==> config.mk <==
export PLATFORM = sky130hd
export DESIGN_NAME = mux_tx_scanner
export DESIGN_NICKNAME = d
export VERILOG_FILES = /design/src/rtl/mtx_pkg.sv /design/src/rtl/mtx_clr.sv /design/src/rtl/mtx_line.sv /design/src/rtl/mtx_scan.sv /design/src/rtl/mux_tx_scanner.sv
export SDC_FILE = /design/constraint.sdc
export NUM_CORES = 1
export LEC_CHECK = 0
export BUFFER_PORTS_ARGS = -buffer_cell sky130_fd_sc_hd__buf_4
export CAP_MARGIN = 15
export CORE_AREA = 2 2 112 114
export CTS_CLUSTER_DIAMETER = 200
export DETAILED_ROUTE_END_ITERATION = 12
export DIE_AREA = 0 0 114 116
export GPL_TIMING_DRIVEN = 1
export PLACE_DENSITY = 0.85
export SKIP_LAST_GASP = 1
export SLEW_MARGIN = 40
export SYNTH_ARGS = -nofsm -noshare
export SYNTH_HDL_FRONTEND = slang
export SYNTH_SLANG_ARGS = --single-unit
==> constraint.sdc <==
create_clock -name clk -period 4.85 [get_ports clk]
set_input_delay 0.97 -clock clk [delete_from_list [all_inputs] [get_ports clk]]
set_output_delay 0.97 -clock clk [all_outputs]
set_load 0.02 [all_outputs]
==> src/rtl/mtx_pkg.sv <==
package mtx_pkg;
   localparam int REG_W   = 16;
   localparam int CHAR_W  = 8;
   localparam int FRAME_W = 12;

   typedef enum logic [1:0] {
      ADR_CTRL    = 2'd0,
      ADR_LINE_EN = 2'd1,
      ADR_TXDATA  = 2'd2,
      ADR_FORMAT  = 2'd3
   } reg_addr_e;

   // control register bit positions
   localparam int CTL_CLR      = 0;
   localparam int CTL_SCAN     = 1;
   localparam int CTL_TXIE     = 2;
   localparam int CTL_LINE_LSB = 8;
   localparam int CTL_READY    = 15;

   typedef struct packed {
      logic       two_stop;
      logic       odd;
      logic       par_en;
      logic [1:0] len_code;   // data bits minus 5
   } fmt_t;

   localparam fmt_t FMT_RESET = '{two_stop: 1'b0, odd: 1'b0, par_en: 1'b0, len_code: 2'd3};
endpackage

==> src/rtl/mtx_clr.sv <==
module mtx_clr #(
   parameter int CLR_CYCLES = 8
) (
   input  logic clk,
   input  logic rst_n,
   input  logic start,
   output logic busy
);
   localparam int CW = $clog2(CLR_CYCLES + 1);

   logic [CW-1:0] cnt_q;

   always_ff @(posedge clk or negedge rst_n) begin
      if (!rst_n)
         cnt_q <= '0;
      else if (start && (cnt_q == '0))
         cnt_q <= CW'(CLR_CYCLES);
      else if (cnt_q != '0)
         cnt_q <= cnt_q - 1'b1;
   end

   assign busy = (cnt_q != '0);
endmodule

==> src/rtl/mtx_line.sv <==
module mtx_line
   import mtx_pkg::*;
(
   input  logic              clk,
   input  logic              rst_n,
   input  logic              clr,
   input  logic              load,
   input  logic [CHAR_W-1:0] ld_data,
   input  fmt_t              fmt,
   input  logic              tick,
   output logic              hold_full,
   output logic              txd
);
   logic [CHAR_W-1:0]  hold_q;
   logic               hold_full_q;
   logic               busy_q;
   logic [FRAME_W-1:0] frame_q;
   logic [3:0]         cnt_q;

   logic [FRAME_W-1:0] frame_new;
   logic [3:0]         len_new;
   logic [3:0]         db;
   logic [CHAR_W-1:0]  dmask;
   logic               par_bit;

   always_comb begin
      db        = 4'd5 + {2'b00, fmt.len_code};
      dmask     = 8'hFF >> (4'd8 - db);
      par_bit   = (^(hold_q & dmask)) ^ fmt.odd;
      frame_new = '1;
      frame_new[0] = 1'b0;
      for (int i = 0; i < CHAR_W; i++)
         if (4'(i) < db)
            frame_new[i + 1] = hold_q[i];
      if (fmt.par_en)
         frame_new[4'd1 + db] = par_bit;
      len_new = 4'd1 + db + {3'b000, fmt.par_en} + (fmt.two_stop ? 4'd2 : 4'd1);
   end

   always_ff @(posedge clk or negedge rst_n) begin
      if (!rst_n) begin
         hold_q      <= '0;
         hold_full_q <= 1'b0;
         busy_q      <= 1'b0;
         frame_q     <= '1;
         cnt_q       <= '0;
      end else if (clr) begin
         hold_q      <= '0;
         hold_full_q <= 1'b0;
         busy_q      <= 1'b0;
         frame_q     <= '1;
         cnt_q       <= '0;
      end else begin
         if (load) begin
            hold_q      <= ld_data;
            hold_full_q <= 1'b1;
         end
         if (busy_q) begin
            if (tick) begin
               frame_q <= {1'b1, frame_q[FRAME_W-1:1]};
               cnt_q   <= cnt_q - 1'b1;
               if (cnt_q == 4'd1)
                  busy_q <= 1'b0;
            end
         end else if (hold_full_q) begin
            frame_q     <= frame_new;
            cnt_q       <= len_new;
            busy_q      <= 1'b1;
            hold_full_q <= 1'b0;
         end
      end
   end

   assign hold_full = hold_full_q;
   assign txd       = busy_q ? frame_q[0] : 1'b1;
endmodule

==> src/rtl/mtx_scan.sv <==
module mtx_scan #(
   parameter int NUM_LINES = 4,
   parameter int LINE_W    = 2
) (
   input  logic                 clk,
   input  logic                 rst_n,
   input  logic                 clr,
   input  logic                 scan_en,
   input  logic [NUM_LINES-1:0] want,
   input  logic                 take,
   output logic                 ready,
   output logic [LINE_W-1:0]    line,
   output logic [NUM_LINES-1:0] load
);
   logic              ready_q;
   logic [LINE_W-1:0] line_q;
   logic              found;
   logic [LINE_W-1:0] nxt;

   always_comb begin
      found = 1'b0;
      nxt   = line_q;
      for (int off = 1; off <= NUM_LINES; off++) begin
         int s;
         logic [LINE_W-1:0] cand;
         s    = (int'(line_q) + off) % NUM_LINES;
         cand = LINE_W'(s);
         if (!found && want[cand]) begin
            found = 1'b1;
            nxt   = cand;
         end
      end
   end

   always_ff @(posedge clk or negedge rst_n) begin
      if (!rst_n) begin
         ready_q <= 1'b0;
         line_q  <= '0;
      end else if (clr) begin
         ready_q <= 1'b0;
         line_q  <= '0;
      end else if (!scan_en) begin
         ready_q <= 1'b0;
      end else if (ready_q) begin
         if (take || !want[line_q])
            ready_q <= 1'b0;
      end else if (found) begin
         ready_q <= 1'b1;
         line_q  <= nxt;
      end
   end

   assign ready = ready_q;
   assign line  = line_q;
   assign load  = (take && ready_q) ? (NUM_LINES'(1) << line_q) : '0;
endmodule

==> src/rtl/mux_tx_scanner.sv <==
module mux_tx_scanner
   import mtx_pkg::*;
#(
   parameter int NUM_LINES  = 4,
   parameter int CLR_CYCLES = 8
) (
   input  logic                 clk,
   input  logic                 rst_n,
   input  logic [1:0]           bus_addr,
   input  logic                 bus_wr,
   input  logic [REG_W-1:0]     bus_wdata,
   output logic [REG_W-1:0]     bus_rdata,
   input  logic [NUM_LINES-1:0] baud_tick,
   output logic [NUM_LINES-1:0] txd,
   output logic                 tx_irq
);
   localparam int LINE_W = (NUM_LINES > 1) ? $clog2(NUM_LINES) : 1;

   if (NUM_LINES < 2 || NUM_LINES > 16) begin : g_bad_lines
      $error("NUM_LINES must be within 2..16");
   end
   if (CLR_CYCLES < 1) begin : g_bad_clr
      $error("CLR_CYCLES must be at least 1");
   end

   logic [NUM_LINES-1:0] line_en_q;
   logic                 scan_q;
   logic                 txie_q;
   fmt_t                 fmt_q;
   logic                 clr_busy;
   logic                 clr_start;
   logic                 take;
   logic                 ready_w;
   logic [LINE_W-1:0]    line_w;
   logic [NUM_LINES-1:0] load_w;
   logic [NUM_LINES-1:0] hold_full_w;
   logic [NUM_LINES-1:0] want;
   logic                 unused_wdata;

   assign unused_wdata = ^bus_wdata;

   assign clr_start = bus_wr && (bus_addr == ADR_CTRL) && bus_wdata[CTL_CLR] && !clr_busy;
   assign take      = bus_wr && (bus_addr == ADR_TXDATA) && !clr_busy;
   assign want      = line_en_q & ~hold_full_w;

   mtx_clr #(.CLR_CYCLES(CLR_CYCLES)) i_clr (
      .clk   (clk),
      .rst_n (rst_n),
      .start (clr_start),
      .busy  (clr_busy)
   );

   always_ff @(posedge clk or negedge rst_n) begin
      if (!rst_n) begin
         line_en_q <= '0;
         scan_q    <= 1'b0;
         txie_q    <= 1'b0;
         fmt_q     <= FMT_RESET;
      end else if (clr_busy) begin
         line_en_q <= '0;
         scan_q    <= 1'b0;
         txie_q    <= 1'b0;
         fmt_q     <= FMT_RESET;
      end else if (bus_wr) begin
         case (bus_addr)
            ADR_CTRL: begin
               scan_q <= bus_wdata[CTL_SCAN];
               txie_q <= bus_wdata[CTL_TXIE];
            end
            ADR_LINE_EN: line_en_q <= bus_wdata[NUM_LINES-1:0];
            ADR_FORMAT:  fmt_q     <= fmt_t'(bus_wdata[$bits(fmt_t)-1:0]);
            default: ;
         endcase
      end
   end

   mtx_scan #(.NUM_LINES(NUM_LINES), .LINE_W(LINE_W)) i_scan (
      .clk     (clk),
      .rst_n   (rst_n),
      .clr     (clr_busy),
      .scan_en (scan_q),
      .want    (want),
      .take    (take),
      .ready   (ready_w),
      .line    (line_w),
      .load    (load_w)
   );

   for (genvar g = 0; g < NUM_LINES; g++) begin : g_line
      mtx_line i_line (
         .clk       (clk),
         .rst_n     (rst_n),
         .clr       (clr_busy),
         .load      (load_w[g]),
         .ld_data   (bus_wdata[CHAR_W-1:0]),
         .fmt       (fmt_q),
         .tick      (baud_tick[g]),
         .hold_full (hold_full_w[g]),
         .txd       (txd[g])
      );
   end

   always_comb begin
      bus_rdata = '0;
      case (bus_addr)
         ADR_CTRL: begin
            bus_rdata[CTL_CLR]                 = clr_busy;
            bus_rdata[CTL_SCAN]                = scan_q;
            bus_rdata[CTL_TXIE]                = txie_q;
            bus_rdata[CTL_LINE_LSB +: LINE_W]  = line_w;
            bus_rdata[CTL_READY]               = ready_w;
         end
         ADR_LINE_EN: bus_rdata[NUM_LINES-1:0]   = line_en_q;
         ADR_FORMAT:  bus_rdata[$bits(fmt_t)-1:0] = fmt_q;
         default: ;
      endcase
   end

   assign tx_irq = ready_w & txie_q;
endmodule

## Word level (Yosys, flattened, before mapping)

Index checks and enable logic that the tools add are counted.

- $add $sub $neg: 14
- $mul: 0
- Divide/modulo/power cells: 0
- Magnitude comparators: 15
- Equal/unequal tests: 12
- Shift-type cells: 2
- Multiplexer cells: 170
- Bitwise gates (word level): 11
- Reduce and logical (&&, ||, !) cells: 48

Operators with widths:

| operator | count |
|---|---|
| $mux 12 | 20 |
| $mux 1 | 95 |
| $mux 4 | 22 |
| $mux 8 | 8 |
| $bwmux 12 | 4 |
| $and 8x8->8 | 4 |
| $reduce_xor 8->1 | 4 |
| $reduce_bool 2->1 | 11 |
| $mux 2 | 10 |
| $sub 4x1->4 const B | 5 |
| $eq 4x1->1 const B | 4 |
| $lt 3x4->1 const A | 4 |
| $lt 2x3->1 const B | 5 |
| $mux 5 | 3 |
| $reduce_and 2->1 | 7 |
| $ne 3x3->1 const B | 4 |
| $reduce_bool 3->1 | 4 |
| $logic_and 1x1->1 | 11 |
| $bmux 1 s2 | 5 |
| $pmux 3 s3 | 1 |
| $lt 1x4->1 const A | 2 |
| $lt 2x4->1 const A | 2 |
| $shr 8x4->8 const A | 1 |
| $logic_not 1->1 | 5 |
| other kinds (25) | 31 |

- Flip-flop bits (word level): 122
- Bits in latches: 0
- RAM bits: 0
- Memory bits (read-only): 0
- Input bits: 25
- Output and inout bits: 21
- Word-level logic and storage cells: 302
- Memories kept: 0

## Longest topological paths before layout

Gate-level depths: netlist of run 1.

- Depth after elaboration: 18
- Mapped depth: 10

## Cells and area by module

Synthesis of run 1 repeated with hierarchy kept, for this count alone.

- Cell total of the unflattened synthesis: 925
- Area, all modules: 8773.4 µm²

By module, submodules not included:

| module | instances | cells an instance | area each (µm²) | seq. area each (µm²) |
|---|---|---|---|---|
| mtx_line (g_line[1].i_line ...) | 2 | 195 | 1809.2 | 665.6 |
| mtx_line (g_line[0].i_line) | 1 | 194 | 1886.8 | 665.6 |
| mtx_line (g_line[3].i_line) | 1 | 192 | 1786.7 | 665.6 |
| mux_tx_scanner | 1 | 77 | 774.5 | 277.8 |
| mtx_scan | 1 | 49 | 473.0 | 75.1 |
| mtx_clr | 1 | 23 | 234.0 | 100.1 |

## Worst setup path after synthesis of run 1

OpenSTA, ideal clock, no wires.

- Path type: in2out
- From: input port bus_addr[1]
- To: output port bus_rdata[0]
- Arrival time: 1.907 ns
- Required time: 3.880 ns
- Path slack: 1.973 ns
- Cell stages on the path: 3
- Path buffers: 1
- Cell sequence: clkbuf_1 mux2_2 a22o_1

- Longest elaborated chain between the ends: 2
- Elaborated cells on any way between the ends: 4
- Classes of those cells: eq/ne: 2; mux: 1; reduce/logical: 1

RTL lines:

| item | line | RTL |
|---|---|---|
| start: declaration | mux_tx_scanner.sv:9 | `input logic [1:0] bus_addr,` |
| $eq 2x2->1 (tied with other cells) | mux_tx_scanner.sv:105 | `case (bus_addr)` |
| $pmux 3 s3 (*) | mux_tx_scanner.sv:105 |  |
| end: declaration | mux_tx_scanner.sv:12 | `output logic [REG_W-1:0] bus_rdata,` |

Mark *: on every way between the ends. The rest lies on a longest branch, timed or not.

## Worst setup path after layout of run 1

- From: register i_clr.cnt_q[0]
- To: output port bus_rdata[0]

- Longest elaborated chain between the ends: 2

RTL lines:

| item | line | RTL |
|---|---|---|
| start: declaration | mtx_clr.sv:11 | `logic [CW-1:0] cnt_q;` |
| start signal: assignment | mtx_clr.sv:17 | `cnt_q <= CW'(CLR_CYCLES);` |
| start signal: assignment | mtx_clr.sv:19 | `cnt_q <= cnt_q - 1'b1;` |
| $reduce_bool 4->1 | mtx_clr.sv:22 | `assign busy = (cnt_q != '0);` |
| $pmux 3 s3 | mux_tx_scanner.sv:105 |  |

No other way between the ends.

==> results of run 1 <==
per-layer routing:
metal	GRT usage, %	wire, um	vias up	part of all wire, %
li1	-	-	2991	-
met1	40.6	7950	3215	39
met2	53.6	9950	330	49
met3	7.58	1620	73	7.9
met4	16.3	893	0	4.4
met5	0	0	-	0
final cells by class:
type | instances | area [um^2]
clock inverters | 14 | 198
flip-flops and latches | 122 | 3120
repair buffers | 33 | 248
inverters | 24 | 90.1
multi-input cells | 657 | 4300
clock buffers | 18 | 429
well taps | 147 | 184
fillers | 826 | 3340
path summary, 6_finish.rpt:
check / startpoint / end / cells past startpoint
worst min-delay path: g_line[1].i_line.frame_q[0] / g_line[1].i_line.frame_q[0] / 2
min in group asynchronous: rst_n / g_line[0].i_line.hold_q[3] / 1
worst max-delay path: i_clr.cnt_q[0] / bus_rdata[0] / 6
worst max register to register: fmt_q[0] / g_line[0].i_line.cnt_q[3] / 10
max in group asynchronous: rst_n / g_line[3].i_line.busy_q / 2
worst min register to register: g_line[1].i_line.frame_q[0] / g_line[1].i_line.frame_q[0] / 2
per-stage QoR:
step / std cells / power [mW] / area [um^2] / utilization [%]
CTS: 1015 / 2.71 / 8550 / 71.8
global placement: 983 / 1.37 / 7920 / 66.5
finish: 1015 / 2.72 / 8570 / 71.9
global route: 1015 / 2.79 / 8570 / 71.9
floorplan: 875 / 1.29 / 7850 / -
detailed placement: 983 / 1.38 / 7920 / 66.5
flip-flops by register name (all words and copies together), names as in the netlist:
register                 count
i_clr.cnt_q                  4
txie_q                       1
i_scan.line                  2
g_line.i_line.cnt_q         16
g_line.i_line.hold_full      4
g_line.i_line.busy_q         4
i_scan.ready                 1
line_en_q                    4
g_line.i_line.hold_q        32
g_line.i_line.frame_q       48
scan_q                       1
fmt_q                        5
tightest hold or removal path, cell delays in order, from the launching register on:
cell and delay [ps]:
dfstp_2 360, nor2_1 90, a21oi_1 50
where the power goes:
group / switching, mW / internal [mW] / leakage [nW] / total (mW)
logic: 0.216 / 0.0849 / 1.62 / 0.301
clock network: 0.483 / 0.861 / 0.289 / 1.34
registers: 0.0247 / 1.05 / 1.52 / 1.07
total: 0.723 / 1.99 / 3.43 / 2.72
synth_stat cells, types with 4 or more instances:
cell	n
o21bai_1	9
nor3_1	11
o21ai_0	74
buf_4	15
nand2_1	107
o31ai_1	5
nand4b_1	5
o22ai_1	6
xnor3_1	5
ha_1	23
o21ai_1	11
o211ai_1	4
nand3_1	14
nor2_1	80
dfstp_2	50
a21oi_1	61
a211oi_1	13
mux2_2	11
mux2i_1	46
nand2b_1	21
nor4b_1	5
xor2_1	13
clkbuf_1	36
inv_1	23
a22oi_1	11
dfrtp_1	72
nor3b_1	7
nand3b_1	16
nor2b_1	21
buf_2	15
and2_1	8
xnor2_1	11
logic make-up (layout without fill, tap and decap cells):
kind of cell               Yosys count  after routing  synth area share, %
xor gates and xnor gates            33             33                 5.25
adders and majority gates           26             26                 4.32
and+or+nand+nor                    305            305                 18.9
other                                1              8               0.0479
AOI/OAI and AO/OA                  225            225                 17.6
buffers and inverters               96             89                 5.85
muxes                               60             60                 8.22
DFF                                122            122                 39.8
==> reports/metrics.cfg, run 1 <==
[setup_path]
startpoint_type=register
critical_path.cell_chain=inv_1 -> ha_1 -> or3b_2 -> buf_4 -> a22o_1 -> buf_4
cp_slowest_cell=or3b_2
path_delay_family=buffers and inverters
worstPathBufferInverterCount=3
crit_required_ps=3880
worstSetupPathType=register to primary output
max_stage_delay_ps=460
path_max_fanout=58
critPathCaptureType=primary output
crit_top_cell=buf_4
regToRegSetupSlack_ps=1560
critPathArrivalTime_ps=2350

[global_route]
grt_pass1_vias=6614
grt_pass1_wl_mm=33.2
grt_use_total_pct=32.5
overflow=0
grt_max_degree=66
antenna_found_initial=0

[detailed_routing]
drt_pass1_iterations=7
drc=0
antenna_left=0
vias_per_cell=6.51
routed_wl_mm=20.4
wl_per_cell_um=20.1
first_iter_violations=660
via_count=6609

[synthesis]
avgSynthCellArea_um2=9.01
synthFlopType=dfrtp_1
synth_top_area_share_pct=23.0
ys_async_sr_fraction_pct=100
syn_area_um2=7820
synth_area_leaders=dfrtp_1 (23%), dfstp_2 (17%), mux2i_1 (5.9%), nand2_1 (5.1%), o21ai_0 (4.7%)
ys_warn_count=0
synth-edff-count=0
ys_ff_latch=122
synth.distinct_cells=68
synth_top_cell_by_area=dfrtp_1
netlist_instances=868
yosysSeqAreaShare_pct=39.8

[final_layout]
layout_common_cells=nand2_1 (107), nor2_1 (80), o21ai_0 (74), dfrtp_1 (70), a21oi_1 (60)
syn2layout_area_growth_pct=9.53
drive_above_1_share_pct=17.1
layout_commonest_cell=nand2_1
diodes=0
final_nets=905

[placed_design]
preCtsSetupSlack_ps=1650
dpl.hpwl_mm=13.1
gp_congestion=0.949
portBuffers=29

[clock_tree]
clkTransAtPathRegs_ps=60
clk_path_buf_depth=2
cts_sinks=122
cts_resized=0
cts_root_buf=clkbuf_16
cts_tree=yes
htree_num_levels=4
clk_latency_ps=420
cts_hold_buffers=0
cts_made_buffers=17
cts_setup_buffers=0

[sta]
finalSetupTns_ps=0
setup_ws_ps=1530
setup_viol=0
finalCritPeriodShare_pct=68.5
finalHoldViolations=0
relSlewSlack_pct=44.6
rsz0062_at_grt=no
layout_min_cycle_time_ps=3320
fmax_mhz=301
skew_ps=8.21
hold_ws_ps=503
drv_slew=0
worst_slew_pin_slew_ps=831

[floorplan]
die_area_um2=13200
num_rows=40
die_y_um=116
start_util_pct=65.7
die_x_um=114
io_pins=46
coreArea_um2=11900

[pwr]
power_per_cell_area_nw_per_um2=317
vdd_drop_max_mv=0.287
p_leak_nw=3.43

[hold_path]
hold_class=register to register

[job]
max_cap_violations=0

[outcome]
outcome=finished clean

Note: power is estimated with default switching activity, not from simulation.
==> run 2, diff against run 1 <==
Settings changed: CORE_AREA 2 2 112 114 to 2 2 116 118, DIE_AREA 0 0 114 116 to 0 0 118 120, PLACE_DENSITY 0.85 to 0.8.
Clock period 4.85 ns to 3.3 ns, I/O delays scaled along.
==> reports/metrics.cfg, run 2 (synthesis gave the netlist of run 1 again) <==
[sta]
rsz0062_at_grt=no
finalCritPeriodShare_pct=89.5
drv_slew=0
relSlewSlack_pct=57.6
finalSetupTns_ps=0
skew_ps=6.72
fmax_mhz=339
layout_min_cycle_time_ps=2950
finalHoldViolations=0
worst_slew_pin_slew_ps=637
setup_viol=0
setup_ws_ps=347

[detailed_routing]
antenna_left=0
wl_per_cell_um=17.9
drc=0
via_count=6330
routed_wl_mm=19.0
drt_pass1_iterations=7
vias_per_cell=5.98
first_iter_violations=466

[clock_tree]
cts_resized=0
clk_latency_ps=430
clk_path_buf_depth=2
cts_hold_buffers=0
cts_setup_buffers=0
cts_tree=yes
cts_made_buffers=17
htree_num_levels=4
cts_sinks=122
cts_root_buf=clkbuf_16
clkTransAtPathRegs_ps=60

[floorplan]
die_area_um2=14200
io_pins=46
coreArea_um2=13000
num_rows=42
start_util_pct=60.3
die_y_um=120
die_x_um=118

[global_route]
grt_pass1_wl_mm=31.8
grt_max_degree=67
grt_use_total_pct=28.8
overflow=0
antenna_found_initial=0
grt_pass1_vias=6237

[final_layout]
final_nets=920
top_register=g_line.i_line.frame_q
drive_above_1_share_pct=17.7
fin_cells=1059
largest_reg_flops=48
diodes=0
layout_common_cells=nand2_1 (107), nor2_1 (80), o21ai_0 (74), dfrtp_1 (72), a21oi_1 (61)
top_regs=g_line.i_line.frame_q x48, g_line.i_line.hold_q x32, g_line.i_line.cnt_q x16
syn2layout_area_growth_pct=10.3
layout_commonest_cell=nand2_1

[setup_path]
worstSetupPathType=register to primary output
path_max_fanout=27
cp_slowest_cell=or3b_2
startpoint_type=register
max_stage_delay_ps=750
critPathArrivalTime_ps=2290
critical_path.cell_chain=inv_1 -> ha_1 -> or3b_2 -> a22o_1 -> buf_4
crit_required_ps=2640
critPathCaptureType=primary output

[placed_design]
portBuffers=29
dp.cells=1027
dpl.hpwl_mm=12.5
preCtsSetupSlack_ps=459
gp_congestion=0.903

[pwr]
p_leak_nw=3.48
vdd_drop_max_mv=0.382
power.total_mw=3.73
power_per_cell_area_nw_per_um2=433

[outcome]
outcome=finished clean

[job]
max_cap_violations=0

[hold_path]
hold_class=input port to async pin

[run 2: per-stage QoR]
step	hold slack, ps	utilization [%]	area [um^2]
5_1_grt	290	66.4	8620
6_report	243	66.4	8620
3_3_place_gp	488	62.3	8090
3_5_place_dp	492	62.3	8090
2_1_floorplan	364	-	7850
4_1_cts	252	66.4	8620
[run 2: layer usage]
metal	wire length, um	GRT usage, %
met1	8190	38.8
met5	0	0
met2	8840	44.5
met3	1320	6.99
met4	660	12.5
[run 2: report_power, final]
group | switching (mW) | internal [mW]
combinational | 0.309 | 0.141
sequential | 0.0350 | 1.54
clock | 0.662 | 1.04
total | 1.01 | 2.73
[run 2: path summary, 6_finish.rpt]
| check | start | endpoint | slack [ps] | cells after the start |
|---|---|---|---|---|
| min in group clk | bus_wdata[6] | g_line[2].i_line.hold_q[6] | 500 | 3 |
| worst min-delay path | rst_n | g_line[0].i_line.hold_q[2] | 240 | 1 |
| max in group asynchronous | rst_n | g_line[3].i_line.frame_q[1] | 2270 | 2 |
| worst max-delay path | i_clr.cnt_q[0] | bus_rdata[0] | 350 | 5 |
| worst min register to register | g_line[1].i_line.frame_q[0] | g_line[1].i_line.frame_q[0] | 500 | 2 |
| worst max register to register | fmt_q[0] | g_line[0].i_line.cnt_q[3] | 440 | 11 |
[run 2: final cells by class]
cell class / count / area [um^2]
clock buffers: 23 / 458
clock inverters: 9 / 75.1
fillers: 1076 / 4360
inverters: 24 / 90.1
multi-input cells: 657 / 4280
flip-flops and latches: 122 / 3120
well taps: 176 / 220
repair buffers: 48 / 385
[run 2: critical path: cells and delay by family (launching register included)]
family / cells / cell delay [ps]
compound gates: 1 / 280
buf+inv: 2 / 210
flops: 1 / 400
simple gates: 1 / 750
fa+ha+maj: 1 / 220
